## src/rtl/dp_alu.sv

```systemverilog
module dp_alu #(
  parameter int W = 32
) (
  input  logic         clk,
  input  logic         rst_n,
  input  logic [3:0]   op,
  input  logic         set_flags,
  input  logic [W-1:0] op_a,
  input  logic [W-1:0] op_b,
  input  logic         shift_carry,
  output logic [W-1:0] result,
  output logic         wr_en,
  output logic         flag_n,
  output logic         flag_z,
  output logic         flag_c,
  output logic         flag_v
);
  localparam logic [3:0] OP_AND = 4'd0,  OP_EOR = 4'd1,  OP_SUB = 4'd2,  OP_RSB = 4'd3;
  localparam logic [3:0] OP_ADD = 4'd4,  OP_ADC = 4'd5,  OP_SBC = 4'd6,  OP_RSC = 4'd7;
  localparam logic [3:0] OP_TST = 4'd8,  OP_TEQ = 4'd9,  OP_CMP = 4'd10, OP_CMN = 4'd11;
  localparam logic [3:0] OP_ORR = 4'd12, OP_MOV = 4'd13, OP_BIC = 4'd14, OP_MVN = 4'd15;

  logic [W-1:0] lres, x, y;
  logic         ci, arith, upd, ovf;
  logic [W:0]   sum;

  always_comb begin
    unique case (op)
      OP_AND, OP_TST: lres = op_a & op_b;
      OP_EOR, OP_TEQ: lres = op_a ^ op_b;
      OP_ORR:         lres = op_a | op_b;
      OP_MOV:         lres = op_b;
      OP_BIC:         lres = op_a & ~op_b;
      OP_MVN:         lres = ~op_b;
      default:        lres = '0;
    endcase
  end

  always_comb begin
    x = op_a; y = op_b; ci = 1'b0; arith = 1'b1;
    unique case (op)
      OP_ADD, OP_CMN: ;
      OP_ADC:         ci = flag_c;
      OP_SUB, OP_CMP: begin y = ~op_b; ci = 1'b1; end
      OP_SBC:         begin y = ~op_b; ci = flag_c; end
      OP_RSB:         begin x = op_b; y = ~op_a; ci = 1'b1; end
      OP_RSC:         begin x = op_b; y = ~op_a; ci = flag_c; end
      default:        arith = 1'b0;
    endcase
  end

  assign sum    = {1'b0, x} + {1'b0, y} + {{W{1'b0}}, ci};
  assign ovf    = (x[W-1] == y[W-1]) && (sum[W-1] != x[W-1]);
  assign result = arith ? sum[W-1:0] : lres;
  assign wr_en  = (op[3:2] != 2'b10);
  assign upd    = set_flags || !wr_en;

  always_ff @(posedge clk or negedge rst_n) begin
    if (!rst_n) begin
      flag_n <= 1'b0; flag_z <= 1'b0; flag_c <= 1'b0; flag_v <= 1'b0;
    end else if (upd) begin
      flag_n <= result[W-1];
      flag_z <= (result == '0);
      flag_c <= arith ? sum[W] : shift_carry;
      if (arith) flag_v <= ovf;
    end
  end

  a_r3_tests_no_write: assert property (@(posedge clk) disable iff (!rst_n)
    (op >= OP_TST && op <= OP_CMN) |-> !wr_en);

  a_r4_flags_hold: assert property (@(posedge clk) disable iff (!rst_n)
    (wr_en && !set_flags) |=> $stable({flag_n, flag_z, flag_c, flag_v}));

  a_r5_zero_flag: assert property (@(posedge clk) disable iff (!rst_n)
    (set_flags || !wr_en) |=> (flag_z == ($past(result) == '0)) && (flag_n == $past(result[W-1])));

  a_r6_logic_keeps_v: assert property (@(posedge clk) disable iff (!rst_n)
    (set_flags && (op < OP_SUB || op > OP_CMN || op == OP_TST || op == OP_TEQ))
      |=> (flag_v == $past(flag_v)) && (flag_c == $past(shift_carry)));

  a_r1_mov_ignores_a: assert property (@(posedge clk) disable iff (!rst_n)
    (op == OP_MOV) |-> (result == op_b));
endmodule

```

## config.mk

```make
export PLATFORM = sky130hd
export DESIGN_NAME = dp_alu
export DESIGN_NICKNAME = d
export VERILOG_FILES = /design/src/rtl/dp_alu.sv
export SDC_FILE = /design/constraint.sdc
export NUM_CORES = 1
export LEC_CHECK = 0
export BUFFER_PORTS_ARGS = -buffer_cell sky130_fd_sc_hd__buf_2
export CORE_ASPECT_RATIO = 1.25
export CORE_MARGIN = 2
export CORE_UTILIZATION = 40
export DETAILED_ROUTE_END_ITERATION = 10
export HOLD_SLACK_MARGIN = 0.06
export PLACE_DENSITY_LB_ADDON = 0.05
export SLEW_MARGIN = 20
export SYNTH_ARGS = -nofsm -noshare
export SYNTH_HDL_FRONTEND = slang
export SYNTH_SLANG_ARGS = --single-unit
```

## constraint.sdc

```tcl
create_clock -name clk -period 5.6 [get_ports clk]
set_clock_uncertainty 0.2 [all_clocks]
set_input_delay 0.56 -clock clk [delete_from_list [all_inputs] [get_ports clk]]
set_output_delay 0.56 -clock clk [all_outputs]
set_load 0.01 [all_outputs]
```

# Yosys cells after proc, flatten, opt, wreduce, memory -nomap -nowiden
# Index checks and enable logic that the tools add are counted.
totals:
  regBits: 4
  in_bits: 72
  output_inout_bits: 37
  elab_cells: 50
classes:
  add_sub_neg: 2
  eq_ne: 18
  n_mux: 7
  bitwise_logic: 6
  reduce_logical: 13
ops:
  columns: ["op", "count"]
  rows:
  - ["32-bit one-hot mux with 6 select lines", 1]
  - ["32-bit AND", 2]
  - ["32-bit 2-to-1 mux", 2]
  - ["32-bit inverter", 2]
  - ["32-bit one-hot mux with 2 select lines", 1]
  - ["32-bit by 32-bit adder with 33-bit output", 1]
  - ["33-bit by 1-bit adder with 33-bit output", 1]
  - ["4-bit == test (second input constant)", 8]
  - ["32-bit zero test", 1]
  - ["32-bit bitwise OR", 1]
  - ["32-bit XOR", 1]
  - ["4-bit by 3-bit == test with 1-bit output (second input constant)", 4]
  - ["3-bit OR reduction", 3]
  - ["4-bit by 2-bit == test with 1-bit output (second input constant)", 2]
  - ["8-bit OR reduction", 1]
  - ["2-bit OR reduction", 3]
  - ["4-bit by 1-bit == test with 1-bit output (second input constant)", 1]
  - ["4-bit zero test", 1]
  - ["1-bit 2-to-1 mux", 2]
  - ["2-bit inequality test (second input constant)", 1]
  - ["1-bit one-hot mux with 2 select lines", 1]
  - ["2-bit AND reduction", 1]
  - ["1-bit == test", 1]
  - ["1-bit logical AND", 1]
  - ["3 further kinds", 3]

# Longest topological paths before layout
# Gate-level depths: netlist of the first run.
logic_depth:
  depth_word: 7
  mapped_depth: 23
  mapped_depth_nobuf: 18

# Worst setup path after synthesis of the first run
# No wires, ideal clock.
synth_timing:
  path_type: "input -> register"
  from: "input port op[0]"
  to: "register flag_z"
  setup_ns: 0.092
  arrival_ns: 6.270
  t_required_ns: 5.308
  slack_ns: -0.962
  path_stages: 23
  path_buffers: 6
  path_cell_list: "buf_4 -> buf_4 -> clkbuf_1 -> clkbuf_1 -> clkbuf_1 -> nor3_1 -> o21bai_1 -> clkbuf_1 -> nor2_1 -> a211oi_1 -> fa_1 -> inv_1 -> fa_1 -> nand3_1 -> nand2_1 -> xnor2_1 -> o2111ai_1 -> or4_1 -> or4b_1 -> or4_1 -> or4_1 -> or4_1 -> o31ai_2"
synth_via:
  elab_chain_len: 7
  word_cells_on_any_way: 32
  cone_classes: "add/sub (2); eq/ne (15); mux (6); reduce/logical (9)"
synth_lines:
  columns: ["element", "line", "source"]
  rows:
  - ["start: declaration", "6", "input logic [3:0] op,"]
  - ["4-bit by 3-bit == test with 1-bit output, or another cell as far along", "41", "unique case (op)"]
  - ["3-bit OR reduction (no source line) or 2-bit OR reduction (tied branches)", null, null]
  - ["32-bit one-hot mux with 2 select lines or 32-bit 2-to-1 mux (tied branches)", "41", null]
  - ["32-bit by 32-bit adder with 33-bit output", "52", "assign sum = {1'b0, x} + {1'b0, y} + {{W{1'b0}}, ci};"]
  - ["33-bit by 1-bit adder with 33-bit output", "52", null]
  - ["32-bit 2-to-1 mux (*)", "54", "assign result = arith ? sum[W-1:0] : lres;"]
  - ["named net result[4]", "11", "output logic [W-1:0] result,"]
  - ["32-bit zero test (*)", "63", "flag_z <= (result == '0);"]
  - ["end signal: assignment", "63", null]
  - ["end: declaration", "14", "output logic flag_z,"]
# Mark *: on every way through the listed nets, which the timed path passes. The rest lies on a longest branch.
# A chain may end at the register's enable or synchronous reset.

# Final worst setup path of the first run
layout_timing:
  from: "input port op[2]"
  to: "register flag_z"
layout_via:
  elab_chain_len: 7
  word_cells_on_any_way: 35
  cone_classes: "add/sub (2); eq/ne (16); mux (6); reduce/logical (11)"
layout_lines:
  columns: ["element", "line"]
  rows:
  - ["4-bit by 3-bit == test with 1-bit output, or another cell as far along", "41"]
  - ["3-bit OR reduction (no source line) or 2-bit OR reduction (tied branches)", null]
  - ["32-bit one-hot mux with 2 select lines or 32-bit 2-to-1 mux (tied branches)", "41"]
  - ["32-bit by 32-bit adder with 33-bit output", "52"]
  - ["33-bit by 1-bit adder with 33-bit output", "52"]
  - ["32-bit 2-to-1 mux", "54"]
  - ["32-bit zero test", "63"]
# Several ways; a longest one is shown, not always the timed one.

==> run metrics, run 1 <==
status finished clean; Synth Net Count 1027; Wirelength per Cell 18.1 um; first-pass GRT wire length 33000 um; area grow syn2layout 22.8%; DP Cell Count 1182; static leakage 3.11 nW; # IOs 109; Die Area 14400 sq um; final setup vio count 0; Synthesis Warnings 0; vias in the first global route 6317; setup slack, reg-to-reg 0.53 ns; CTS max path bufs 2; Logic pwr share 85.7%; Tmin final 5.49 ns; total gr overflow 0; Placer Congestion 0.970; drt drc 0; Int Pwr 0.000505 W; kind of critical path in2reg; Max Cap Violations 0; largest net degree at the start of global routing 54; Seq/Total Area, Yosys 1.86%; Via density 5.97; reg2reg path depth 16; fin crit share 98.0%; Final Cell Area 6620 sq um; FMAX 0.182 GHz; RSZ-0062 raised after global routing yes; Primary FF master, synth dfrtp_1; CP cell instances buf_2 > and2_1 > nor3_4 > o21bai_4 > buf_6 > nand2_1 > o21ai_0 > o21ai_0 > ha_1 > o211a_1 > o31a_1 > or4_1 > and3_1 > nor4_1 > or4b_4 > or4_1 > or4_4 > or4_1 > o31ai_2; reported net switching power 0.000551 W; Diodes inserted 0; area of the core 13200 sq um; clock share of power 10.7%; Layout Nets 1154; Cell Rows 47; CP Capture Type flip-flop; Worst VDD drop 72.4 uV; placed cell area 6510 sq um; cell count after synthesis 890; aggregate routed wire length 21400 um; Worst path most repeated cell or4_1; DP Wirelength 16800 um; port bufs 108; H-tree depth 1; Critical Path Source Type primary input; critical path endpoint flag_z$_DFFE_PN0P_; Slew HR 61.2%; number of max-slew violations in the final report 0; Die Span X 108 um; Critical Path Source op[2]; Reg2Reg Launch Point flag_c$_DFFE_PN0P_; Synth cell types 81; slowest CP cell or4_1; Post-synth ARST share 100%; Post-Syn Area 5390 sq um; cts bufs inserted 3; layout cells sized above 1 21.9%; GRT Total Usage 28.5%; Sw Ratio 52.2%; Worst R2R End flag_z$_DFFE_PN0P_; type of the worst min-delay path reg2reg; initial antenna violation count 0; Final Hold Vio Count 0; clock root buffer clkbuf_16; Routed Antenna Nets 0; Iter 0 DRT Violations 518; crit path max fanout 10; Post-synth EDFFs 0; Initial Utilization 40.7%; CP max stage delay 0.52 ns; worst-margin pin slew 0.582 ns; CP arrival 5.42 ns; via count 7076; final instance count without filler cells 1186; Skew-Pair Late Insertion Delay 0.22 ns; Worst-path clk slew 0.03 ns; Post-CTS Repair Setup Buffers 0; TritonRoute pass-1 iters 5; TritonCTS Sinks 4; P per Cell Area 160 nW/um^2; Crit path required time 5.53 ns; Sequential Power Share 3.6%; CTS tree built; synthesized area per cell 6.05 sq um; Die Ht 134 um; Seq cells post-synth 4
## worst min path at each step
stage | start | to | slack (ns) | cells after the start
final | flag_z$_DFFE_PN0P_ | flag_z$_DFFE_PN0P_ | 0.29 | 2
after global routing | flag_z$_DFFE_PN0P_ | flag_z$_DFFE_PN0P_ | 0.32 | 2
after CTS | flag_z$_DFFE_PN0P_ | flag_z$_DFFE_PN0P_ | 0.29 | 2
after detailed placement | rst_n | flag_v$_DFFE_PN0P_ | 0.17 | 1
after global placement | rst_n | flag_n$_DFFE_PN0P_ | 0.17 | 1
after floorplan | rst_n | flag_c$_DFFE_PN0P_ | 0.06 | 0
## metal layers
layer | vias to the layer above | track usage, % | part of all wire [%]
met5 | - | 0 | 0
met1 | 3283 | 35.4 | 42
met2 | 236 | 51.8 | 49
met3 | 35 | 1.17 | 4.6
li1 | 3522 | - | -
met4 | 0 | 10.2 | 3.8
## final cells by class
class / instances / area [sq um]
Fill cell: 1430 / 6610
Timing Repair Buffer: 188 / 1150
Tap cell: 171 / 214
Sequential cell: 4 / 100
Inverter: 74 / 278
Clock buffer: 3 / 75.1
Multi-Input combinational cell: 746 / 4810
## placed cells by master, fill, tap and decap left out, types with 4 or more instances in the layout
master,n
nor3b_1,4
nor2_1,42
a21oi_1,57
nor2b_1,6
nand3_1,8
nand2_1,140
a311oi_1,7
o22ai_1,17
xor2_1,11
a21o_1,14
a221oi_1,7
o21ai_0,151
xnor2_1,15
dfrtp_1,4
o211ai_1,6
or4_1,7
nor3_1,12
buf_4,78
a211oi_1,31
a31oi_1,21
ha_1,63
a211o_1,4
inv_1,72
nand4_1,17
buf_2,108
o21a_1,8
nand2b_1,5
and3_1,4
o31ai_1,4
## Yosys cell counts, drive strengths merged (5+ instances only)
| library cell | count | area, sq um |
|---|---|---|
| a211oi | 32 | 240 |
| a21o | 14 | 105 |
| a21oi | 59 | 295 |
| a221oi | 7 | 61.3 |
| a311oi | 7 | 61.3 |
| a31oi | 21 | 131 |
| buf | 22 | 123 |
| clkbuf | 44 | 165 |
| ha | 63 | 788 |
| inv | 74 | 278 |
| nand2 | 142 | 536 |
| nand2b | 5 | 31.3 |
| nand3 | 9 | 45.0 |
| nand4 | 17 | 106 |
| nor2 | 44 | 168 |
| nor2b | 7 | 51.3 |
| nor3 | 14 | 70.1 |
| o211ai | 6 | 45.0 |
| o21a | 8 | 60.1 |
| o21ai | 153 | 766 |
| o22ai | 17 | 106 |
| o31ai | 5 | 42.5 |
| or4 | 8 | 60.1 |
| xnor2 | 16 | 140 |
| xor2 | 11 | 96.3 |
## timing repair
action | CTS | global route
endpoints found under the hold margin | 4 | 0
gates resized for setup | 0 | 6
hold buffers | 1 | 0
setup endpoints to repair | 0 | 2
## cell families (layout without fill, tap and decap cells)
family,count (synthesis),count (layout),share of synthesized area [%]
mux,3,3,0.580
compound gates,373,373,43.0
fa+ha+maj,65,65,15.4
buf+inv,140,265,10.5
xor+xnor,27,27,4.39
simple gates,278,278,24.3
flops,4,4,1.86
## per-stage QoR
step / hold slack [ns] / power (W) / utilization (%) / TNS [ns] / setup slack (ns)
after floorplan: 0.0644 / 0.000579 / - / -0.269 / -0.269
after global placement: 0.171 / 0.000933 / 49.2 / -0.151 / -0.151
after detailed placement: 0.171 / 0.000929 / 49.2 / -0.193 / -0.193
after CTS: 0.293 / 0.00105 / 49.8 / 0 / 0.00640
after global routing: 0.319 / 0.00115 / 50.0 / -0.123 / -0.123
final: 0.290 / 0.00106 / 50.0 / 0 / 0.114
## registers in the layout, summed over array words and instances, names as in the netlist
register  count
flag_c        1
flag_n        1
flag_v        1
flag_z        1
## power groups by stage
| stage | Sequential, W | Combinational [W] | Clock, W |
|---|---|---|---|
| 2_1_floorplan | 0.0000394 | 0.000539 | 0 |
| 3_3_place_gp | 0.0000376 | 0.000895 | 0 |
| 3_5_place_dp | 0.0000377 | 0.000891 | 0 |
| 4_1_cts | 0.0000375 | 0.000897 | 0.000115 |
| 5_1_grt | 0.0000379 | 0.000992 | 0.000116 |
| 6_report | 0.0000376 | 0.000906 | 0.000113 |
## critical path: cells and delay by family
family          cells  cell delay (ns)
buf+inv             2             0.27
compound gates      6             0.95
fa+ha+maj           1             0.35
simple gates       10             3.26
No activity file was read; power rests on OpenSTA's default activity.
==> run 2, diff against run 1 <==
--- a/config.mk
+++ b/config.mk
@@ -9,6 +9,7 @@
 export CORE_ASPECT_RATIO = 1.25
 export CORE_MARGIN = 2
 export CORE_UTILIZATION = 40
+export CTS_BUF_LIST = sky130_fd_sc_hd__clkbuf_4
 export DETAILED_ROUTE_END_ITERATION = 10
 export HOLD_SLACK_MARGIN = 0.06
 export PLACE_DENSITY_LB_ADDON = 0.05
==> run 2 against run 1 <==
- sequential cell count is the same
- sequential share of layout area about the same
- combinational power is essentially flat
- critical path type unchanged
==> run metrics, run 2 (synthesized netlist as in run 1, its figures left out) <==
Placer Congestion 0.970 (unchanged); final setup vio count 0 (unchanged); Slew HR 61.3% (about the same); CP max stage delay 0.53 ns (about the same); Int Pwr 0.000438 W (-13%); Logic pwr share 92.5% (+6.8 points); Skew-Pair Late Insertion Delay 0.23 ns (about the same); Util after Layout 49.6% (-0.40 points); number of max-slew violations in the final report 0 (unchanged); reported net switching power 0.000540 W (-1.9%); GRT Total Usage 28.5% (-0.050 points); area of the core 13200 sq um (unchanged); # IOs 109 (unchanged); final instance count without filler cells 1186 (unchanged); area grow syn2layout 21.9%; Wirelength per Cell 18.0 um (-0.25%); slowest CP cell or4_1; Sw Ratio 55.2% (+3.1 points); DP Wirelength 16800 um (unchanged); TritonCTS Sinks 4 (unchanged); CP arrival 5.41 ns (about the same); cts bufs inserted 3 (unchanged); clock root buffer clkbuf_4; clock share of power 3.7% (-7.0 points); P per Cell Area 149 nW/um^2 (-6.7%); CP cell instances buf_2 > and2_1 > nor3_4 > o21bai_4 > buf_6 > nand2_1 > o21ai_0 > o21ai_0 > ha_1 > o211a_1 > o31a_1 > or4_1 > and3_1 > nor4_1 > or4b_4 > or4_1 > or4_4 > or4_1 > o31ai_2; CTS max path bufs 2 (unchanged); initial antenna violation count 0 (unchanged); Final Hold Vio Count 0 (unchanged); type of the worst min-delay path reg2reg; Critical Path Source Type primary input; commonest non-fill, non-tap cells in the layout 151 x o21ai_0, 140 x nand2_1, 108 x buf_2; Die Span X 108 um (unchanged); worst-margin pin slew 0.581 ns (-0.000906 ns); status finished clean; Power Total 0.000978 W (-7.4%); Worst VDD drop 63.4 uV (-12%); most common cell after layout, fill and taps aside o21ai_0; Crit path required time 5.54 ns (about the same); CP Capture Type flip-flop; first-pass GRT wire length 33000 um (-0.17%); drt drc 0 (unchanged); CTS tree built; crit path max fanout 10 (unchanged); Tmin final 5.47 ns (-0.0127 ns); Routed Antenna Nets 0 (unchanged); Die Ht 134 um (unchanged); DP Worst Slack -0.193 ns (unchanged); fin worst setup slack 0.126 ns (+0.0127 ns); fin crit share 97.7% (-0.23 points); layout cells sized above 1 21.9% (unchanged); Worst path most repeated cell or4_1; aggregate routed wire length 21400 um (-0.25%); via count 7071 (-0.071%); Cell Rows 47 (unchanged); Layout Nets 1154 (unchanged); Iter 0 DRT Violations 463 (-11%); DP Cell Count 1182 (unchanged); H-tree depth 1 (unchanged); largest net degree at the start of global routing 54 (unchanged); port bufs 108 (unchanged); kind of critical path in2reg; vias in the first global route 6323 (+0.095%); Die Area 14400 sq um (unchanged); Initial Utilization 40.7% (unchanged); Worst-path clk slew 0.04 ns (about the same); FMAX 0.183 GHz (+0.23%); TritonRoute pass-1 iters 5 (unchanged); static leakage 3.09 nW (-0.74%); RSZ-0062 raised after global routing yes; Via density 5.96 (about the same); Sequential Power Share 3.8% (+0.2 points); Max Cap Violations 0 (unchanged); total gr overflow 0 (unchanged); Diodes inserted 0 (unchanged)
## run 2: cell count changes in the layout (fill, tap and decap cells not counted)
cell	change
clkbuf_16	-3
clkbuf_4	+3
## run 2: area by class of cell
type	count	area (sq um)
Clock buffer	3	22.5
Fill cell	1441	6660
Inverter	74	278
Multi-Input combinational cell	746	4810
Sequential cell	4	100
Tap cell	171	214
Timing Repair Buffer	188	1150
## run 2: per-layer routing
layer | GRT usage (%) | up-vias | part of all wire (%)
met5 | 0 | - | 0
met4 | 10.2 | 0 | 3.9
met3 | 1.17 | 37 | 4.5
met2 | 51.6 | 226 | 50
met1 | 35.4 | 3285 | 42
li1 | - | 3523 | -
## run 2: what timing repair did
item / 4_1_cts / 5_1_grt
endpoints found under the hold margin: 4 / 0
hold buffers: 1 / 0
resized for setup: 0 / 6
setup buffers: 0 / 0
setup endpoints to repair: 0 / 2
## run 2: path summary, 6_finish.rpt
kind	startpoint	end	slack [ns]	cells after the start
setup / recovery	op[2]	flag_z$_DFFE_PN0P_	0.13	19
max in group asynchronous	rst_n	flag_n$_DFFE_PN0P_	4.59	2
hold / removal	flag_z$_DFFE_PN0P_	flag_z$_DFFE_PN0P_	0.29	2
hold reg to reg	flag_z$_DFFE_PN0P_	flag_z$_DFFE_PN0P_	0.29	2
setup reg to reg	flag_c$_DFFE_PN0P_	flag_z$_DFFE_PN0P_	0.53	16
min in group asynchronous	rst_n	flag_c$_DFFE_PN0P_	0.48	2
## run 2: metrics by stage
| stage | TNS (ns) | hold slack, ns | cell area, sq um |
|---|---|---|---|
| after floorplan | -0.269 | 0.0644 | 5510 |
| after global placement | -0.151 | 0.171 | 6510 |
| after detailed placement | -0.193 | 0.171 | 6510 |
| after CTS | 0 | 0.296 | 6540 |
| after global routing | -0.100 | 0.321 | 6570 |
| final | 0 | 0.293 | 6570 |
## run 2: worst max-delay path: cells and delay by family
| kind | cells | cell delay (ns) |
|---|---|---|
| buffers and inverters | 2 | 0.27 |
| adders and majority gates | 1 | 0.35 |
| AOI/OAI and AO/OA | 6 | 0.95 |
| and+or+nand+nor | 10 | 3.27 |
## run 2: power by group through the flow
stage | sequential (W) | clock [W] | combinational, W
2_1_floorplan | 0.0000394 | 0 | 0.000539
3_3_place_gp | 0.0000376 | 0 | 0.000895
3_5_place_dp | 0.0000377 | 0 | 0.000891
4_1_cts | 0.0000373 | 0.0000371 | 0.000896
5_1_grt | 0.0000379 | 0.0000404 | 0.000992
6_report | 0.0000373 | 0.0000358 | 0.000905
